$ cat src/rtl/refresh_pkg.sv
package refresh_pkg;

  typedef enum logic [2:0] {
    ST_IDLE,
    ST_PRE,
    ST_PRE_WAIT,
    ST_REF,
    ST_REF_WAIT
  } ref_state_e;

  // clocks per row minus refresh recovery (t_ras + t_rp)
  function automatic int unsigned calc_interval(input int unsigned clk_khz,
                                                input int unsigned period_ms,
                                                input int unsigned rows,
                                                input int unsigned t_ras,
                                                input int unsigned t_rp);
    int unsigned per_row;
    per_row = (clk_khz * period_ms) / rows;
    return per_row - (t_ras + t_rp);
  endfunction

endpackage

$ cat src/rtl/refresh_timer.sv
module refresh_timer #(
  parameter int INTV_W = 12
) (
  input  logic              clk_i,
  input  logic              rst_ni,
  input  logic              run_i,
  input  logic [INTV_W-1:0] interval_i,
  output logic              tick_o
);
  logic [INTV_W-1:0] cnt_q;
  logic              armed_q;

  always_ff @(posedge clk_i or negedge rst_ni) begin
    if (!rst_ni) begin
      cnt_q   <= '0;
      armed_q <= 1'b0;
    end else if (!run_i) begin
      cnt_q   <= '0;
      armed_q <= 1'b0;
    end else if (!armed_q) begin
      cnt_q   <= interval_i;
      armed_q <= 1'b1;
    end else if (cnt_q == INTV_W'(1)) begin
      cnt_q <= interval_i;
    end else begin
      cnt_q <= cnt_q - INTV_W'(1);
    end
  end

  assign tick_o = run_i && armed_q && (cnt_q == INTV_W'(1));
endmodule

$ cat src/rtl/refresh_debt.sv
module refresh_debt #(
  parameter int MAX_OWED = 2
) (
  input  logic clk_i,
  input  logic rst_ni,
  input  logic enable_i,
  input  logic tick_i,
  input  logic take_i,
  output logic owed_nz_o,
  output logic ovf_o
);
  localparam int OW = $clog2(MAX_OWED + 1);

  logic [OW-1:0] owed_q;
  logic          ovf_q;

  always_ff @(posedge clk_i or negedge rst_ni) begin
    if (!rst_ni) begin
      owed_q <= '0;
      ovf_q  <= 1'b0;
    end else if (!enable_i) begin
      owed_q <= '0;
      ovf_q  <= 1'b0;
    end else begin
      unique case ({tick_i, take_i})
        2'b10: begin
          if (owed_q == OW'(MAX_OWED)) ovf_q <= 1'b1;
          else                         owed_q <= owed_q + OW'(1);
        end
        2'b01:   owed_q <= owed_q - OW'(1);
        default: owed_q <= owed_q;
      endcase
    end
  end

  assign owed_nz_o = (owed_q != '0);
  assign ovf_o     = ovf_q;
endmodule

$ cat src/rtl/refresh_fsm.sv
module refresh_fsm
  import refresh_pkg::*;
#(
  parameter int TCYC_W = 4
) (
  input  logic              clk_i,
  input  logic              rst_ni,
  input  logic              owed_nz_i,
  input  logic              gnt_i,
  input  logic              row_open_i,
  input  logic [TCYC_W-1:0] t_ras_i,
  input  logic [TCYC_W-1:0] t_rp_i,
  output logic              req_o,
  output logic              take_o,
  output logic              pre_o,
  output logic              ref_o,
  output logic              busy_o
);
  localparam int TW = TCYC_W + 1;

  ref_state_e    state_q;
  logic [TW-1:0] wcnt_q;
  logic [TW-1:0] trc;
  logic [TW-1:0] trp_ext;

  assign trp_ext = {1'b0, t_rp_i};
  assign trc     = {1'b0, t_ras_i} + trp_ext;

  always_ff @(posedge clk_i or negedge rst_ni) begin
    if (!rst_ni) begin
      state_q <= ST_IDLE;
      wcnt_q  <= '0;
    end else begin
      unique case (state_q)
        ST_IDLE: begin
          if (take_o) state_q <= row_open_i ? ST_PRE : ST_REF;
        end
        ST_PRE: begin
          if (trp_ext <= TW'(1)) begin
            state_q <= ST_REF;
          end else begin
            state_q <= ST_PRE_WAIT;
            wcnt_q  <= trp_ext - TW'(1);
          end
        end
        ST_PRE_WAIT: begin
          if (wcnt_q <= TW'(1)) state_q <= ST_REF;
          else                  wcnt_q  <= wcnt_q - TW'(1);
        end
        ST_REF: begin
          if (trc <= TW'(1)) begin
            state_q <= ST_IDLE;
          end else begin
            state_q <= ST_REF_WAIT;
            wcnt_q  <= trc - TW'(1);
          end
        end
        ST_REF_WAIT: begin
          if (wcnt_q <= TW'(1)) state_q <= ST_IDLE;
          else                  wcnt_q  <= wcnt_q - TW'(1);
        end
        default: state_q <= ST_IDLE;
      endcase
    end
  end

  assign req_o  = (state_q == ST_IDLE) && owed_nz_i;
  assign take_o = req_o && gnt_i;
  assign pre_o  = (state_q == ST_PRE);
  assign ref_o  = (state_q == ST_REF);
  assign busy_o = (state_q != ST_IDLE);
endmodule

$ cat src/rtl/open_row_track.sv
module open_row_track #(
  parameter int BANK_W = 2,
  parameter int ROW_W  = 13
) (
  input  logic              clk_i,
  input  logic              rst_ni,
  input  logic              enable_i,
  input  logic              busy_i,
  input  logic              close_i,
  input  logic              act_i,
  input  logic              pre_i,
  input  logic [BANK_W-1:0] bank_i,
  input  logic [ROW_W-1:0]  row_i,
  output logic              open_o,
  output logic [BANK_W-1:0] open_bank_o,
  output logic [ROW_W-1:0]  open_row_o,
  output logic              conflict_o
);
  logic              open_q;
  logic [BANK_W-1:0] bank_q;
  logic [ROW_W-1:0]  row_q;

  always_ff @(posedge clk_i or negedge rst_ni) begin
    if (!rst_ni) begin
      open_q <= 1'b0;
      bank_q <= '0;
      row_q  <= '0;
    end else if (!enable_i || close_i) begin
      open_q <= 1'b0;
      bank_q <= '0;
      row_q  <= '0;
    end else if (!busy_i) begin
      if (act_i) begin
        open_q <= 1'b1;
        bank_q <= bank_i;
        row_q  <= row_i;
      end else if (pre_i) begin
        open_q <= 1'b0;
      end
    end
  end

  assign open_o      = open_q;
  assign open_bank_o = bank_q;
  assign open_row_o  = row_q;
  assign conflict_o  = open_q && ((bank_i != bank_q) || (row_i != row_q));
endmodule

$ cat src/rtl/sdram_refresh_sched.sv
module sdram_refresh_sched #(
  parameter int INTV_W   = 12,
  parameter int TCYC_W   = 4,
  parameter int BANK_W   = 2,
  parameter int ROW_W    = 13,
  parameter int MAX_OWED = 2
) (
  input  logic              clk_i,
  input  logic              rst_ni,
  input  logic              enable_i,
  input  logic [INTV_W-1:0] interval_i,
  input  logic [TCYC_W-1:0] t_ras_i,
  input  logic [TCYC_W-1:0] t_rp_i,
  input  logic              acc_act_i,
  input  logic              acc_pre_i,
  input  logic [BANK_W-1:0] acc_bank_i,
  input  logic [ROW_W-1:0]  acc_row_i,
  input  logic              ref_gnt_i,
  output logic              ref_req_o,
  output logic              cmd_pre_all_o,
  output logic              cmd_refresh_o,
  output logic              busy_o,
  output logic              row_open_o,
  output logic [BANK_W-1:0] open_bank_o,
  output logic [ROW_W-1:0]  open_row_o,
  output logic              acc_conflict_o,
  output logic              cfg_err_o,
  output logic              owed_ovf_o
);
  logic run, tick, owed_nz, take;

  assign cfg_err_o = enable_i && (interval_i == '0);
  assign run       = enable_i && !cfg_err_o;

  refresh_timer #(.INTV_W(INTV_W)) u_timer (
    .clk_i      (clk_i),
    .rst_ni     (rst_ni),
    .run_i      (run),
    .interval_i (interval_i),
    .tick_o     (tick)
  );

  refresh_debt #(.MAX_OWED(MAX_OWED)) u_debt (
    .clk_i     (clk_i),
    .rst_ni    (rst_ni),
    .enable_i  (enable_i),
    .tick_i    (tick),
    .take_i    (take),
    .owed_nz_o (owed_nz),
    .ovf_o     (owed_ovf_o)
  );

  refresh_fsm #(.TCYC_W(TCYC_W)) u_fsm (
    .clk_i      (clk_i),
    .rst_ni     (rst_ni),
    .owed_nz_i  (owed_nz),
    .gnt_i      (ref_gnt_i),
    .row_open_i (row_open_o),
    .t_ras_i    (t_ras_i),
    .t_rp_i     (t_rp_i),
    .req_o      (ref_req_o),
    .take_o     (take),
    .pre_o      (cmd_pre_all_o),
    .ref_o      (cmd_refresh_o),
    .busy_o     (busy_o)
  );

  open_row_track #(.BANK_W(BANK_W), .ROW_W(ROW_W)) u_rows (
    .clk_i       (clk_i),
    .rst_ni      (rst_ni),
    .enable_i    (enable_i),
    .busy_i      (busy_o),
    .close_i     (cmd_pre_all_o),
    .act_i       (acc_act_i),
    .pre_i       (acc_pre_i),
    .bank_i      (acc_bank_i),
    .row_i       (acc_row_i),
    .open_o      (row_open_o),
    .open_bank_o (open_bank_o),
    .open_row_o  (open_row_o),
    .conflict_o  (acc_conflict_o)
  );
endmodule

$ cat config.mk
export PLATFORM = sky130hd
export DESIGN_NAME = sdram_refresh_sched
export DESIGN_NICKNAME = d
export VERILOG_FILES = /design/src/rtl/refresh_pkg.sv /design/src/rtl/refresh_timer.sv /design/src/rtl/refresh_debt.sv /design/src/rtl/refresh_fsm.sv /design/src/rtl/open_row_track.sv /design/src/rtl/sdram_refresh_sched.sv
export SDC_FILE = /design/constraint.sdc
export NUM_CORES = 1
export LEC_CHECK = 0
export BUFFER_PORTS_ARGS = -buffer_cell sky130_fd_sc_hd__buf_2
export CAP_MARGIN = 20
export CORE_ASPECT_RATIO = 1.75
export CORE_MARGIN = 5
export CORE_UTILIZATION = 25
export DETAILED_ROUTE_END_ITERATION = 16
export SYNTH_ARGS = -nofsm -noshare
export SYNTH_HDL_FRONTEND = slang
export SYNTH_SLANG_ARGS = --single-unit
$ cat constraint.sdc
create_clock -name clk_i -period 2.1 [get_ports clk_i]
set_input_delay 0.42 -clock clk_i [delete_from_list [all_inputs] [get_ports clk_i]]
set_output_delay 0.42 -clock clk_i [all_outputs]
set_load 0.01 [all_outputs]
==> results of run 1 <==
## flip-flops by register name, summed over array words and instances (netlist names)
| signal | count |
|---|---|
| u_debt.ovf_o | 1 |
| u_debt.owed_q | 2 |
| u_fsm.state_q | 3 |
| u_fsm.wcnt_q | 5 |
| u_rows.open_bank_o | 2 |
| u_rows.open_o | 1 |
| u_rows.open_row_o | 13 |
| u_timer.armed_q | 1 |
| u_timer.cnt_q | 12 |
## power by group through the flow
| stage | clock network, mW | logic (mW) | registers (mW) |
|---|---|---|---|
| 2_1_floorplan | 0 | 0.910 | 1.09 |
| 3_3_place_gp | 0 | 1.27 | 1.13 |
| 3_5_place_dp | 0 | 1.31 | 1.13 |
| 4_1_cts | 0.959 | 1.34 | 1.12 |
| 5_1_grt | 0.983 | 1.52 | 1.15 |
| 6_report | 0.921 | 1.36 | 1.12 |
## final cells by class
class,count,area share [%]
multi-input cells,204,45.81
inverters,16,1.748
well taps,127,4.625
clock inverters,1,0.8740
repair buffers,80,13.36
clock buffers,7,4.443
flip-flops and latches,40,29.13
## critical path, cell delays in order (launching register included)
cell and delay (ps):
sky130_fd_sc_hd__dfrtp_1 400, sky130_fd_sc_hd__xor2_1 160, sky130_fd_sc_hd__nor4_2 290, sky130_fd_sc_hd__nand4_1 180, sky130_fd_sc_hd__o31a_1 270, sky130_fd_sc_hd__buf_2 140
## cell families (layout without fill, tap and decap cells)
| family | after synthesis | in the layout |
|---|---|---|
| buffers and inverters | 26 | 104 |
| XOR/XNOR | 33 | 33 |
| adder cells (fa/ha/maj) | 13 | 13 |
| AND/OR/NAND/NOR | 86 | 86 |
| flip-flops | 40 | 40 |
| multiplexers | 1 | 1 |
| AO/OA/AOI/OAI | 71 | 71 |
## cells in the mapped netlist, types with 3 or more instances
cell                       count
sky130_fd_sc_hd__dfrtp_1      40
sky130_fd_sc_hd__nor2_1       28
sky130_fd_sc_hd__xnor2_1      19
sky130_fd_sc_hd__a211oi_1     16
sky130_fd_sc_hd__inv_1        16
sky130_fd_sc_hd__a22o_1       15
sky130_fd_sc_hd__xor2_1       13
sky130_fd_sc_hd__a21oi_1      12
sky130_fd_sc_hd__ha_1         12
sky130_fd_sc_hd__nand2_1       9
sky130_fd_sc_hd__nor3_1        7
sky130_fd_sc_hd__buf_2         5
sky130_fd_sc_hd__clkbuf_1      5
sky130_fd_sc_hd__nand3_1       5
sky130_fd_sc_hd__nand4_1       5
sky130_fd_sc_hd__nor4_1        5
sky130_fd_sc_hd__nand2b_1      4
sky130_fd_sc_hd__nand3b_1      4
sky130_fd_sc_hd__and2_1        3
sky130_fd_sc_hd__nor2b_1       3
sky130_fd_sc_hd__o21ai_0       3
## layer usage
| metal | routed length [um] | global-route usage (%) | vias to the layer above | share of wire (%) |
|---|---|---|---|---|
| li1 | - | - | 1142 | - |
| met1 | 2889 | 13.06 | 1117 | 40 |
| met2 | 3898 | 21.45 | 46 | 54 |
| met3 | 231 | 1.702 | 10 | 3.2 |
| met4 | 187 | 5.069 | 0 | 2.6 |
| met5 | 0 | 0 | - | 0 |
## path summary, 6_finish.rpt
path                                                     to  slack (ps)
max in group asynchronous  u_rows.open_row_o[2]$_DFFE_PN0P_        1530
max reg2reg                     u_fsm.wcnt_q[4]$_DFFE_PN0P_         220
min in group clk_i         u_rows.open_row_o[7]$_DFFE_PN0P_         380
min reg2reg                        u_debt.ovf_o$_DFFE_PN0P_         490
min                              u_timer.cnt_q[9]$_DFF_PN0_         200
max                                          acc_conflict_o         -40
## what timing repair did
| item | CTS | global route |
|---|---|---|
| pin swaps | 1 | 8 |
| resized for setup | 3 | 12 |
| hold buffers | 0 | 0 |
| setup buffers | 0 | 1 |
| endpoints found under the setup margin | 5 | 9 |
==> results.md, run 1 <==
Setup path:
- The element type at the critical path start is a flop.
- The critical register-to-register path startpoint is u_fsm.state_q[0]$_DFFE_PN0P_.
- Tracing the worst setup path back leads to its startpoint at u_rows.open_row_o[8]$_DFFE_PN0P_.
- By startpoint and endpoint, the worst setup path is classified as flop to primary output.
- For the worst flop-to-flop path, the logic depth is 6.
- The worst-path maximum fanout is 3.
- STA classifies the critical path endpoint as a primary output.
- The arrival time at the worst endpoint is between 1500 and 2000 ps.
- The required time reported for the critical path endpoint is ~1700 ps.

Yosys:
- The most used flip-flop cell after synthesis is sky130_fd_sc_hd__dfrtp_1.
- The number of nets produced by synthesis is about 320.
- Of the total synthesized cell area, the portion taken by XOR and XNOR cells is approximately 12%.
- The number of distinct library cells after synthesis is 50.
- The largest family of logic cells by synthesized area is compound AO/OA/AOI/OAI gates.
- The synthesized design contains 40 register bits.
- Counting every instance in the synthesized netlist gives 270.
- The area share of the largest cell type after synthesis is 38.30%.
- Summing the areas of all compound-gate instances in the mapped netlist gives approximately a fifth of the synthesized area.
- The fraction of the yosys area taken by sequential cells is 38.30%.
- The number of synthesized flops with an enable pin is 0.
- The mean cell area of the mapped netlist is between 9 and 10 sq um.
- After synthesis the cells add up to between 0.002 and 0.003 sq mm.
- The synthesized netlist devotes around 18% of its cell area to simple gates.
- The share of synthesized flip-flops with an asynchronous set or reset is 100.0%.
- During synthesis, Yosys emitted a total of 0 warnings.
- Sorting the synthesized cells by area gives the leading types as sky130_fd_sc_hd__dfrtp_1, sky130_fd_sc_hd__xnor2_1, sky130_fd_sc_hd__ha_1, sky130_fd_sc_hd__a22o_1, sky130_fd_sc_hd__a211oi_1.
- The cell type with the highest aggregate area in the netlist is sky130_fd_sc_hd__dfrtp_1.
- Of the total synthesized cell area, the portion taken by full adders, half adders and majority gates is approximately 6.5%.
- The mux cell area share after synthesis is less than 1%.

CTS:
- The clock sink total is 40.
- The number of buffers on the longest clock path is 2.
- The clock network latency to the later pin of the worst-skew pair is 280 ps.
- The post-CTS clock slew at the launch and capture registers of the worst setup and hold paths is around 60 ps.
- The TritonCTS clock tree is yes.
- The clock buffer count from CTS is 5.
- CTS placed an instance of sky130_fd_sc_hd__clkbuf_16 at the clock tree root.
- The depth of the CTS H-tree is 2.

STA:
- The transition time at the pin with the least slew margin is between 700 and 800 ps.
- The final number of hold-violating endpoints came to 0.
- The normalized max-slew margin is approximately half.
- The final setup violation count is 1.
- After layout, the worst setup slack is -37.23 ps.
- The worst hold margin is slightly below 200 ps.
- The final number of max-transition violations was 0.
- The final critical-path share of the clock period is 101.8%.
- After routing, the total negative slack on setup checks comes to -37.23 ps.
- The fmax is roughly 0.47 GHz.
- Between clock sinks in the finished design, the worst skew comes to 5.007 ps.
- The worst path in the final design needs a cycle of roughly 2100 ps, including I/O delays and setup.
- Setup repair after global routing could not meet its margin everywhere.

Cells and area:
- Leaving out fill and tap cells, the most frequent cell in the layout is sky130_fd_sc_hd__buf_2.
- The final net count is roughly 400.
- The finished cells cover between 0.003 and 0.004 sq mm.
- The top cell types in the final layout, fill and taps aside, are sky130_fd_sc_hd__buf_2, sky130_fd_sc_hd__dfrtp_1, sky130_fd_sc_hd__nor2_1, sky130_fd_sc_hd__xnor2_1, sky130_fd_sc_hd__buf_4.
- The repair_antennas step left the layout with diodes totalling 0.
- Across the whole layout, storage elements account for approximately 0.001 sq mm.
- Leaving out filler cells and counting taps, the final layout contains between 400 and 500.
- Compared with the post-synthesis result, the final layout area differs by 31.45%.
- The multi-input logic area is around 0.0016 sq mm.
- The post-route netlist has 30.75% of its cells at a drive strength greater than 1.
- At the end of the flow the core is filled with cells to between 30 and 40%.
- Fill cells in the final layout number approximately 1,100.

Pwr:
- The maximum VDD drop is 349.5 uV.
- For this design the static power due to leakage is roughly 1.6 nW.
- The cell internal power dissipation is 2.187 mW.
- Combinational logic is responsible for roughly 40% of the overall power.
- After layout, the design draws a total of 3.400 mW.
- Power spread over the standard cell area amounts to between 900 and 1000 mW/mm^2.
- The net switching power of the design is between 1 and 1.5 mW.
- Of the total power, the clock network draws between 20 and 30%.
- The share of power burned in registers is approximately a third.
- In this run switching power makes up between 30% and 40% of total power.

Floorplan:
- The area enclosed by the die boundary is between 0.01 and 0.015 sq mm.
- The core region is 0.01024 sq mm.
- The overall die height is between 100 and 150 um.
- The horizontal die dimension is around 87 um.
- The initial core utilization is 25.53%.
- The standard-cell row count is 49.
- The top-level port count is 64.

Global route:
- The first global-routing pass estimated 11,850 um of wire.
- For this run, the total global-route usage over all layers was measured as a little under an eighth.
- The number of global-route vias before repair is around 2,500.
- Entering global routing, the biggest net connects just over 40 pins.
- The total overflow left after global routing is 0.
- The initial antenna violation count was 0.

Drt:
- Once detail routing completed, the nets flagged for antenna violations numbered 0.
- For this block, the initial DRC count from the detailed router was between 80 and 90.
- The via density per instance is 4.874.
- The first detailed-routing pass ran for 4 iterations.
- The post-detailed-routing wire length is 7206 um.
- The number of vias in the routed layout is between 2,000 and 2,500.
- The number of remaining DRC errors is 0.
- The mean routed wirelength per cell is roughly 15 um.

Placement:
- Prior to clock tree synthesis, the placed netlist has a worst setup slack of -308.1 ps.
- Routability-driven placement finished with a final weighted congestion of 0.8669.
- The post-placement cell count is ~470.
- The number of buffer cells added on primary ports is 63.
- Summed over all nets, the half-perimeter wirelength after detailed placement is 5643 um.
- Summing all placed instances gives a cell area of between 0.003 and 0.004 sq mm.

Run status:
- The checks that failed: negative setup slack.
- The flow ran to the end, but the final reports show violations.

Job:
- Across the run, the number of max-cap violations was 0.

Hold path:
- The classification of the worst-slack hold path is primary input to async pin.
(Power assumes the default switching activity.)
==> inputs of run 2 (changes only) <==
Settings changed: SYNTH_HIERARCHICAL set to 1.
==> run 2 against run 1 <==
The run still ends with negative setup slack left. Register-to-register slack got worse by 80 ps. Combinational power is 29% higher. Clock-buffer cell count is the same. Hold slack got worse by 110 ps. Critical endpoint is now u_fsm/wcnt_q[3]$_DFFE_PN0P_. Clock power rose by 0.5%. Critical path type is now primary input to flop. Utilization is 1.5 points higher.
==> results.md, run 2 <==
Yosys:
- The share of synthesized flip-flops with an asynchronous set or reset is 100.0%.
- sky130_fd_sc_hd__dfrtp_1 takes more of the synthesized area than any other cell.
- After synthesis the cells add up to roughly 0.0028 sq mm.
- The number of nets produced by synthesis is approximately 330.
- Synthesis inferred 40 register bits.
- In the synthesized netlist, the number of instances is 279.
- The mean cell area of the mapped netlist is 9.902 sq um.
- The most common cell in the synthesized netlist is sky130_fd_sc_hd__dfrtp_1.
- After synthesis, the most frequently instantiated cells are sky130_fd_sc_hd__dfrtp_1, sky130_fd_sc_hd__inv_1, sky130_fd_sc_hd__nor2_1, sky130_fd_sc_hd__xnor2_1, sky130_fd_sc_hd__o21ai_0.
- The fraction of the yosys area taken by sequential cells is a little over a third.
- The Yosys step of the flow raised 6 warnings.
- The number of distinct library cells after synthesis is 64.
- After synthesis, the cell types taking the most area are sky130_fd_sc_hd__dfrtp_1, sky130_fd_sc_hd__ha_1, sky130_fd_sc_hd__xnor2_1, sky130_fd_sc_hd__a22o_1, sky130_fd_sc_hd__xor2_1.
- The synthesized design contains 0 enable-type register cells.
- The most used flip-flop cell after synthesis is sky130_fd_sc_hd__dfrtp_1.
- The area share of the largest cell type after synthesis is 36.23%.

Setup path:
- The element type at the critical path start is a primary input.
- At the worst endpoint, the required time is between 2000 and 2500 ps.
- In this run the register-to-register setup slack is ~140 ps.
- The critical path in this run is classified as primary input to flop.
- STA classifies the critical path endpoint as a flop.
- The arrival time at the worst endpoint is 2310 ps.
- The worst-path maximum fanout is 2.

Global route:
- The initial antenna violation count is 0.
- The remaining global-route overflow is 0.
- The wire length of the first global-routing pass is approximately 12,000 um.
- The pin count of the biggest net entering global routing is 23.
- The aggregate global-route resource usage is 11.76%.
- The number of global-route vias before repair is approximately 2,600.

STA:
- The routed design could run at a clock period as short as ~2100 ps.
- The final number of max-transition violations is 0.
- The final critical-path share of the clock period is 102.3%.
- The final setup violation count is 2.
- Setup repair after global routing could not meet its margin everywhere.
- The fmax is ~0.47 GHz.
- Adding up every negative setup slack in the final design gives -93.44 ps.
- The final number of hold-violating endpoints is 0.
- The normalized max-slew margin is between 60% and 70%.
- At the pin with the least slew margin, the transition time is around 450 ps.
- After layout, the worst setup slack is -47.36 ps.
- Clock skew on the completed layout was measured at about 4.3 ps.

CTS:
- TritonCTS built the clock tree.
- The H-tree was split into 2 levels.
- The post-CTS clock slew at the launch and capture registers of the worst setup and hold paths is ~60 ps.
- Counting every sink on the clock net gives 40.
- The clock buffer count from CTS is 5.
- The clock root buffer is sky130_fd_sc_hd__clkbuf_16.
- In this run, post-CTS hold repair placed 0 buffers.
- The clock reaches the later pin of the worst-skew pair after between 200 and 300 ps.
- The number of buffers on the longest clock path is 2.

Drt:
- In the routed layout, each cell is associated on average with a via count of 4.860.
- The number of remaining DRC errors is 0.
- For this block, the routed nets add up to ~7500 um of wire.
- The count of nets left with antenna violations once routing finished came out at 0.
- After detailed routing, the average wire length per cell comes to between 10 and 15 um.
- Summing over every cut layer, the via total after detailed routing is roughly 2,500.
- The violation count after the first detailed-route iteration is between 60 and 70.
- The first detailed-routing pass ran for 6 iterations.

Placement:
- The final HPWL from detailed placement is around 6000 um.
- The congestion estimate from routability-driven global placement came to between 0.7 and 0.8.
- Input and output buffers added on the ports amount to 63.

Floorplan:
- For this design the top-level I/O count stands at 64.
- The core area is around 0.011 sq mm.
- The initial core utilization is approximately a quarter.
- In this run the vertical extent of the chip is around 150 um.
- The die is between 80 and 90 um wide.
- The area enclosed by the die boundary is between 0.01 and 0.015 sq mm.
- The floorplan has 50 rows.

Cells and area:
- The register area is roughly 0.0010 sq mm.
- The final net count is ~440.
- Leaving out fill and tap cells, the most frequent cell in the layout is sky130_fd_sc_hd__buf_2.
- In the layout the commonest cells are sky130_fd_sc_hd__buf_2, sky130_fd_sc_hd__dfrtp_1, sky130_fd_sc_hd__buf_4, sky130_fd_sc_hd__nor2_1, sky130_fd_sc_hd__xnor2_1.
- The share of layout cells above drive strength 1 is a little under two fifths.
- The multi-input combinational cells in the finished layout cover a total of between 0.0015 and 0.002 sq mm.
- The fill cell total of the finished layout is between 1,000 and 1,500.
- The flip-flop count of the largest register, all copies and words added is 13.
- The repair_antennas step left the layout with diodes totalling 0.
- The area growth from synthesis to layout is 36.64%.

Pwr:
- The power after layout is between 3 and 4 mW.
- The maximum VDD drop is between 600 and 700 uV.
- In this run the static leakage power is around 1.9 nW.
- The total power density per cell area is roughly 1000 mW/mm^2.

Hold path:
- The classification of the worst-slack hold path is primary input to async pin.

Run status:
- The checks that failed: negative setup slack.
- The run finished, with violations left.

Job:
- The tool flagged a number of max-cap violations equal to 0.
[run 2: cell count changes after synthesis, moves of 3 or more]
cell,before,now
sky130_fd_sc_hd__buf_2,5,1
sky130_fd_sc_hd__buf_6,0,3
sky130_fd_sc_hd__a211oi_1,16,0
sky130_fd_sc_hd__o21ai_0,3,16
sky130_fd_sc_hd__o211a_1,0,4
sky130_fd_sc_hd__nor2_1,28,17
sky130_fd_sc_hd__o21ai_1,0,3
sky130_fd_sc_hd__nor3_1,7,10
sky130_fd_sc_hd__mux2i_1,1,4
sky130_fd_sc_hd__nor3b_1,1,5
sky130_fd_sc_hd__nand2_1,9,13
[run 2: per-layer routing]
metal	vias up	part of all wire, %	GRT usage (%)
met5	-	0	0
met4	0	2.5	4.769
met3	15	3.4	2.211
met2	49	59	23.01
met1	1211	35	11.44
li1	1218	-	-
[run 2: logic make-up after synthesis]
family / Yosys count / synth area share [%]
xor+xnor: 31 / 10.64
buf+inv: 26 / 4.393
fa+ha+maj: 13 / 6.159
compound gates: 75 / 20.34
mux: 6 / 2.536
flops: 40 / 36.23
simple gates: 88 / 19.70
[run 2: worst max-delay path, stage by stage]
cell	delay, ps
sky130_fd_sc_hd__buf_6	100
sky130_fd_sc_hd__ha_4	150
sky130_fd_sc_hd__fa_2	340
sky130_fd_sc_hd__a21o_1	200
sky130_fd_sc_hd__a21oi_2	150
sky130_fd_sc_hd__o21ai_2	100
sky130_fd_sc_hd__o41ai_4	370
sky130_fd_sc_hd__buf_4	180
sky130_fd_sc_hd__mux2_4	290
[run 2: area by class of cell]
cell class	count	share of cell area, %
timing repair buffer	105	17.57
inverter	17	1.690
tap	130	4.309
sequential	40	26.52
clock buffer	7	4.044
clock inverter	1	0.7955
multi-input combinational	213	45.08
[run 2: worst paths after layout]
kind	from	end	cells after the start
max in group asynchronous	rst_ni	u_timer/cnt_q[11]$_DFF_PN0_	2
setup / recovery	t_rp_i[0]	u_fsm/wcnt_q[3]$_DFFE_PN0P_	9
setup reg to reg	u_fsm/wcnt_q[0]$_DFFE_PN0P_	u_fsm/wcnt_q[3]$_DFFE_PN0P_	6
hold / removal	rst_ni	u_rows/open_row_o[11]$_DFFE_PN0P_	1
hold reg to reg	u_debt/ovf_o$_DFFE_PN0P_	u_debt/ovf_o$_DFFE_PN0P_	1
min in group clk_i	acc_bank_i[0]	u_rows/open_bank_o[0]$_DFFE_PN0P_	2
[run 2: power breakdown]
part           internal [mW]  switching [mW]  leakage [nW]
clock                  0.625           0.300        0.0901
combinational          0.876           0.878          1.26
sequential             0.943           0.171         0.525
[run 2: what timing repair did]
action	in CTS	in global routing
resized for setup	7	3
endpoints found under the setup margin	8	6
pin swaps	6	3
buffers inserted	4	4
[run 2: per-stage QoR]
step / setup slack, ps / util, % / area, sq um / instances / hold WS (ps)
final: -47.36 / 35.08 / 3775 / 513 / 85.32
after global placement: -307.2 / 32.31 / 3477 / 497 / 402.3
after floorplan: -227.3 / - / 2789 / 279 / 124.4
after detailed placement: -334.6 / 32.31 / 3477 / 497 / 400.5
after global routing: -109.8 / 35.08 / 3775 / 513 / 113.1
after CTS: -5.376 / 34.69 / 3732 / 509 / 94.20
==> inputs of run 3 (changes only) <==
Settings changed: REMOVE_ABC_BUFFERS set to 1.
==> run 3 against run 2 <==
The run still ends with negative setup slack left. Non-clock buffer count decreased by 5. Critical path depth is the same. Register-to-register slack hardly changed. First-iteration DRC count fell by 7.6%. Die area stayed put. Wire length shrank 0.21%. Combinational power is 3% lower. Clock-buffer cell count stayed put. Sequential share of layout area rose by 0.61 points. Flip-flop and latch count unchanged. Clock power down 17%. Critical endpoint is now u_fsm/wcnt_q[0]$_DFFE_PN0P_. Largest power group unchanged. Highest routed layer unchanged.
==> results.md, run 3 (synthesis results as in run 2) <==
Run status:
- The flow ran to the end, but the final reports show violations.
- The final reports fail on negative setup slack.

STA:
- The transition time at the pin with the least slew margin is about 650 ps.
- Once routing completed, OpenROAD measured the worst setup slack at -12.08 ps.
- The fmax is between 0.4 and 0.5 GHz.
- The final setup skew is roughly 6 ps.
- Subtracting the final worst setup slack from the clock period gives roughly 2100 ps.
- The worst path uses 100.6% of the clock period.
- The final number of hold-violating endpoints is 0.
- Setup violations remaining at the end of the flow were counted as 5.
- Setup repair after global routing could not meet its margin everywhere.
- The worst pin sits at a relative slew slack of around 57%.
- The worst hold margin is between 200 and 250 ps.
- The final number of max-transition violations is 0.

Pwr:
- The internal power of the cells totals 2.258 mW.
- The static leakage is 1.822 nW.
- The clock network burns a little over a fifth of the power.
- Power spread over the standard cell area amounts to 975.4 mW/mm^2.
- VDD sags by at most approximately 500 uV.
- The share of power burned in registers is 31.6%.
- The net switching power of the design is around 1.3 mW.
- The share of power burned in combinational logic is about 47%.
- The switching power as a share of total power is ~37%.

CTS:
- The cts-stage hold buffer count is 0.
- TritonCTS created 5 clock buffers.
- The clock drives 40 sinks.
- The clock root buffer is sky130_fd_sc_hd__clkbuf_16.
- The depth of the CTS H-tree is 2.
- For the worst-skew pair, the clock arrives at the later sink with an insertion delay of 280 ps.
- The number of buffers on the longest clock path is 2.
- The post-CTS clock slew at the launch and capture registers of the worst setup and hold paths is approximately 60 ps.
- TritonCTS built the clock tree.

Global route:
- Global routing used a little under an eighth of the available tracks.
- The first global-routing pass estimated around 13,000 um of wire.
- The pin count of the biggest net entering global routing is 41.
- The initial antenna violation count is 0.
- The number of global-route vias before repair is 2,698.
- The remaining global-route overflow is 0.

Cells and area:
- The multi-input logic area is roughly 0.0017 sq mm.
- The antenna cell count is 0.
- In the layout the commonest cells are sky130_fd_sc_hd__buf_2, sky130_fd_sc_hd__dfrtp_1, sky130_fd_sc_hd__buf_4, sky130_fd_sc_hd__nor2_1, sky130_fd_sc_hd__xnor2_1.
- The register area is 0.001001 sq mm.
- The final net count is around 430.
- The register with the most flip-flops in the layout has 13 of them.
- The final instance area is 0.003690 sq mm.
- The share of layout cells above drive strength 1 is between 30% and 40%.
- The most common cell after layout, fill and taps aside is sky130_fd_sc_hd__buf_2.
- After filler insertion, the fill cell instance count of the layout stands at approximately 1,100.
- Excluding fillers, the count of instances in the completed layout stands at about 500.
- The area growth from synthesis to layout is 33.56%.
- The fraction of the core area covered by cells at the end of the flow is between 30% and 40%.

Setup path:
- The endpoint class of the critical path is a flop.
- The worst-path maximum fanout is 3.
- Data on the critical path arrives at its endpoint at about 2300 ps.
- The element type at the critical path start is a primary input.
- The path type of the worst setup path is primary input to flop.
- Data on the critical path is required at its endpoint by ~2300 ps.

Placement:
- The standard cell area after detailed placement is between 0.003 and 0.004 sq mm.
- The count of buffers added on input and output ports is 63.
- The final HPWL from detailed placement is between 5000 and 6000 um.
- The number of placed instances, taps included, is a little under 500.
- The worst slack at placement is -454.6 ps.
- The routability-driven placement congestion ratio is between 0.8 and 0.9.

Hold path:
- The classification of the worst-slack hold path is primary input to async pin.

Drt:
- The mean routed wirelength per cell is ~15 um.
- For this run, the detailed router's first-pass iteration total came to 4.
- After detailed routing, the number of remaining DRC violations is 0.
- The routed layout has around 2,500 vias.
- The count of antenna-violating nets left after detailed routing is 0.
- After detailed routing, the total wire length is approximately 7500 um.
- The via density per instance is a little under 5.
- After the first detailed-routing iteration, the DRC count stood at between 60 and 70.

Floorplan:
- In this run the count of I/O pins placed on the die edge is 64.
- The overall die height is 149.1 um.
- The horizontal die dimension is 89.47 um.
- The floorplan has 50 rows.
- The area enclosed by the die boundary is ~0.013 sq mm.
- The floorplan step defined a core boundary enclosing between 0.01 and 0.015 sq mm.
- Once the floorplan was initialized, standard cells occupied between 20% and 30% of the core.

Job:
- The tool flagged a number of max-cap violations equal to 0.
## run 3: cell types whose count changed in the layout (fill, tap and decap cells not counted), sizes merged
| cell | delta |
|---|---|
| bufinv | -1 |
| buf | -5 |
| clkinvlp | +1 |
## run 3: power groups by stage
| stage | Clock, mW | Combinational, mW | Sequential, mW |
|---|---|---|---|
| 2_1_floorplan | 0 | 1.01 | 1.17 |
| 3_3_place_gp | 0 | 1.60 | 1.15 |
| 3_5_place_dp | 0 | 1.62 | 1.16 |
| 4_1_cts | 0.802 | 1.68 | 1.14 |
| 5_1_grt | 0.841 | 1.86 | 1.16 |
| 6_report | 0.771 | 1.69 | 1.14 |
## run 3: worst paths after layout
check,startpoint,endpoint,slack [ps],cells past startpoint
min in group clk_i,acc_row_i[8],u_rows/open_row_o[8]$_DFFE_PN0P_,380,2
worst min register to register,u_debt/ovf_o$_DFFE_PN0P_,u_debt/ovf_o$_DFFE_PN0P_,500,1
worst min-delay path,rst_ni,u_rows/open_row_o[7]$_DFFE_PN0P_,200,2
worst max register to register,u_fsm/state_q[2]$_DFFE_PN0P_,u_rows/open_row_o[6]$_DFFE_PN0P_,150,5
worst max-delay path,t_rp_i[0],u_fsm/wcnt_q[0]$_DFFE_PN0P_,-10,9
max in group asynchronous,rst_ni,u_timer/armed_q$_DFF_PN0_,1520,2
## run 3: what timing repair did
action,CTS,global route
resized for setup,11,6
endpoints found under the setup margin,9,6
pin swaps,5,7
hold endpoints to repair,0,0
buffers inserted,3,3
## run 3: metrics by stage
stage	TNS, ps	power, mW
after global routing	-195.7	3.862
final	-41.42	3.599
after CTS	-18.98	3.620
after global placement	-2056	2.748
after detailed placement	-2732	2.779
after floorplan	-1048	2.180
## run 3: routing by layer
metal	wire, um	GRT usage (%)	part of all wire [%]	vias up
li1	-	-	-	1205
met1	2680	12.19	36	1191
met2	4206	21.42	56	61
met3	298	2.322	4.0	24
met4	314	6.781	4.2	0
met5	0	0	0	-
## run 3: layout make-up
| class | count | area share, % |
|---|---|---|
| sequential | 40 | 27.13 |
| clock inverter | 1 | 0.2035 |
| multi-input combinational | 213 | 45.95 |
| clock buffer | 7 | 3.866 |
| timing repair buffer | 100 | 16.72 |
| inverter | 17 | 1.729 |
| tap | 130 | 4.408 |
## run 3: worst max-delay path, cell delays in order
cell	delay (ps)
sky130_fd_sc_hd__buf_8	100
sky130_fd_sc_hd__ha_4	160
sky130_fd_sc_hd__fa_2	350
sky130_fd_sc_hd__a21o_1	200
sky130_fd_sc_hd__a21oi_2	190
sky130_fd_sc_hd__o21ai_2	110
sky130_fd_sc_hd__o41ai_4	400
sky130_fd_sc_hd__buf_4	200
sky130_fd_sc_hd__mux2i_1	180
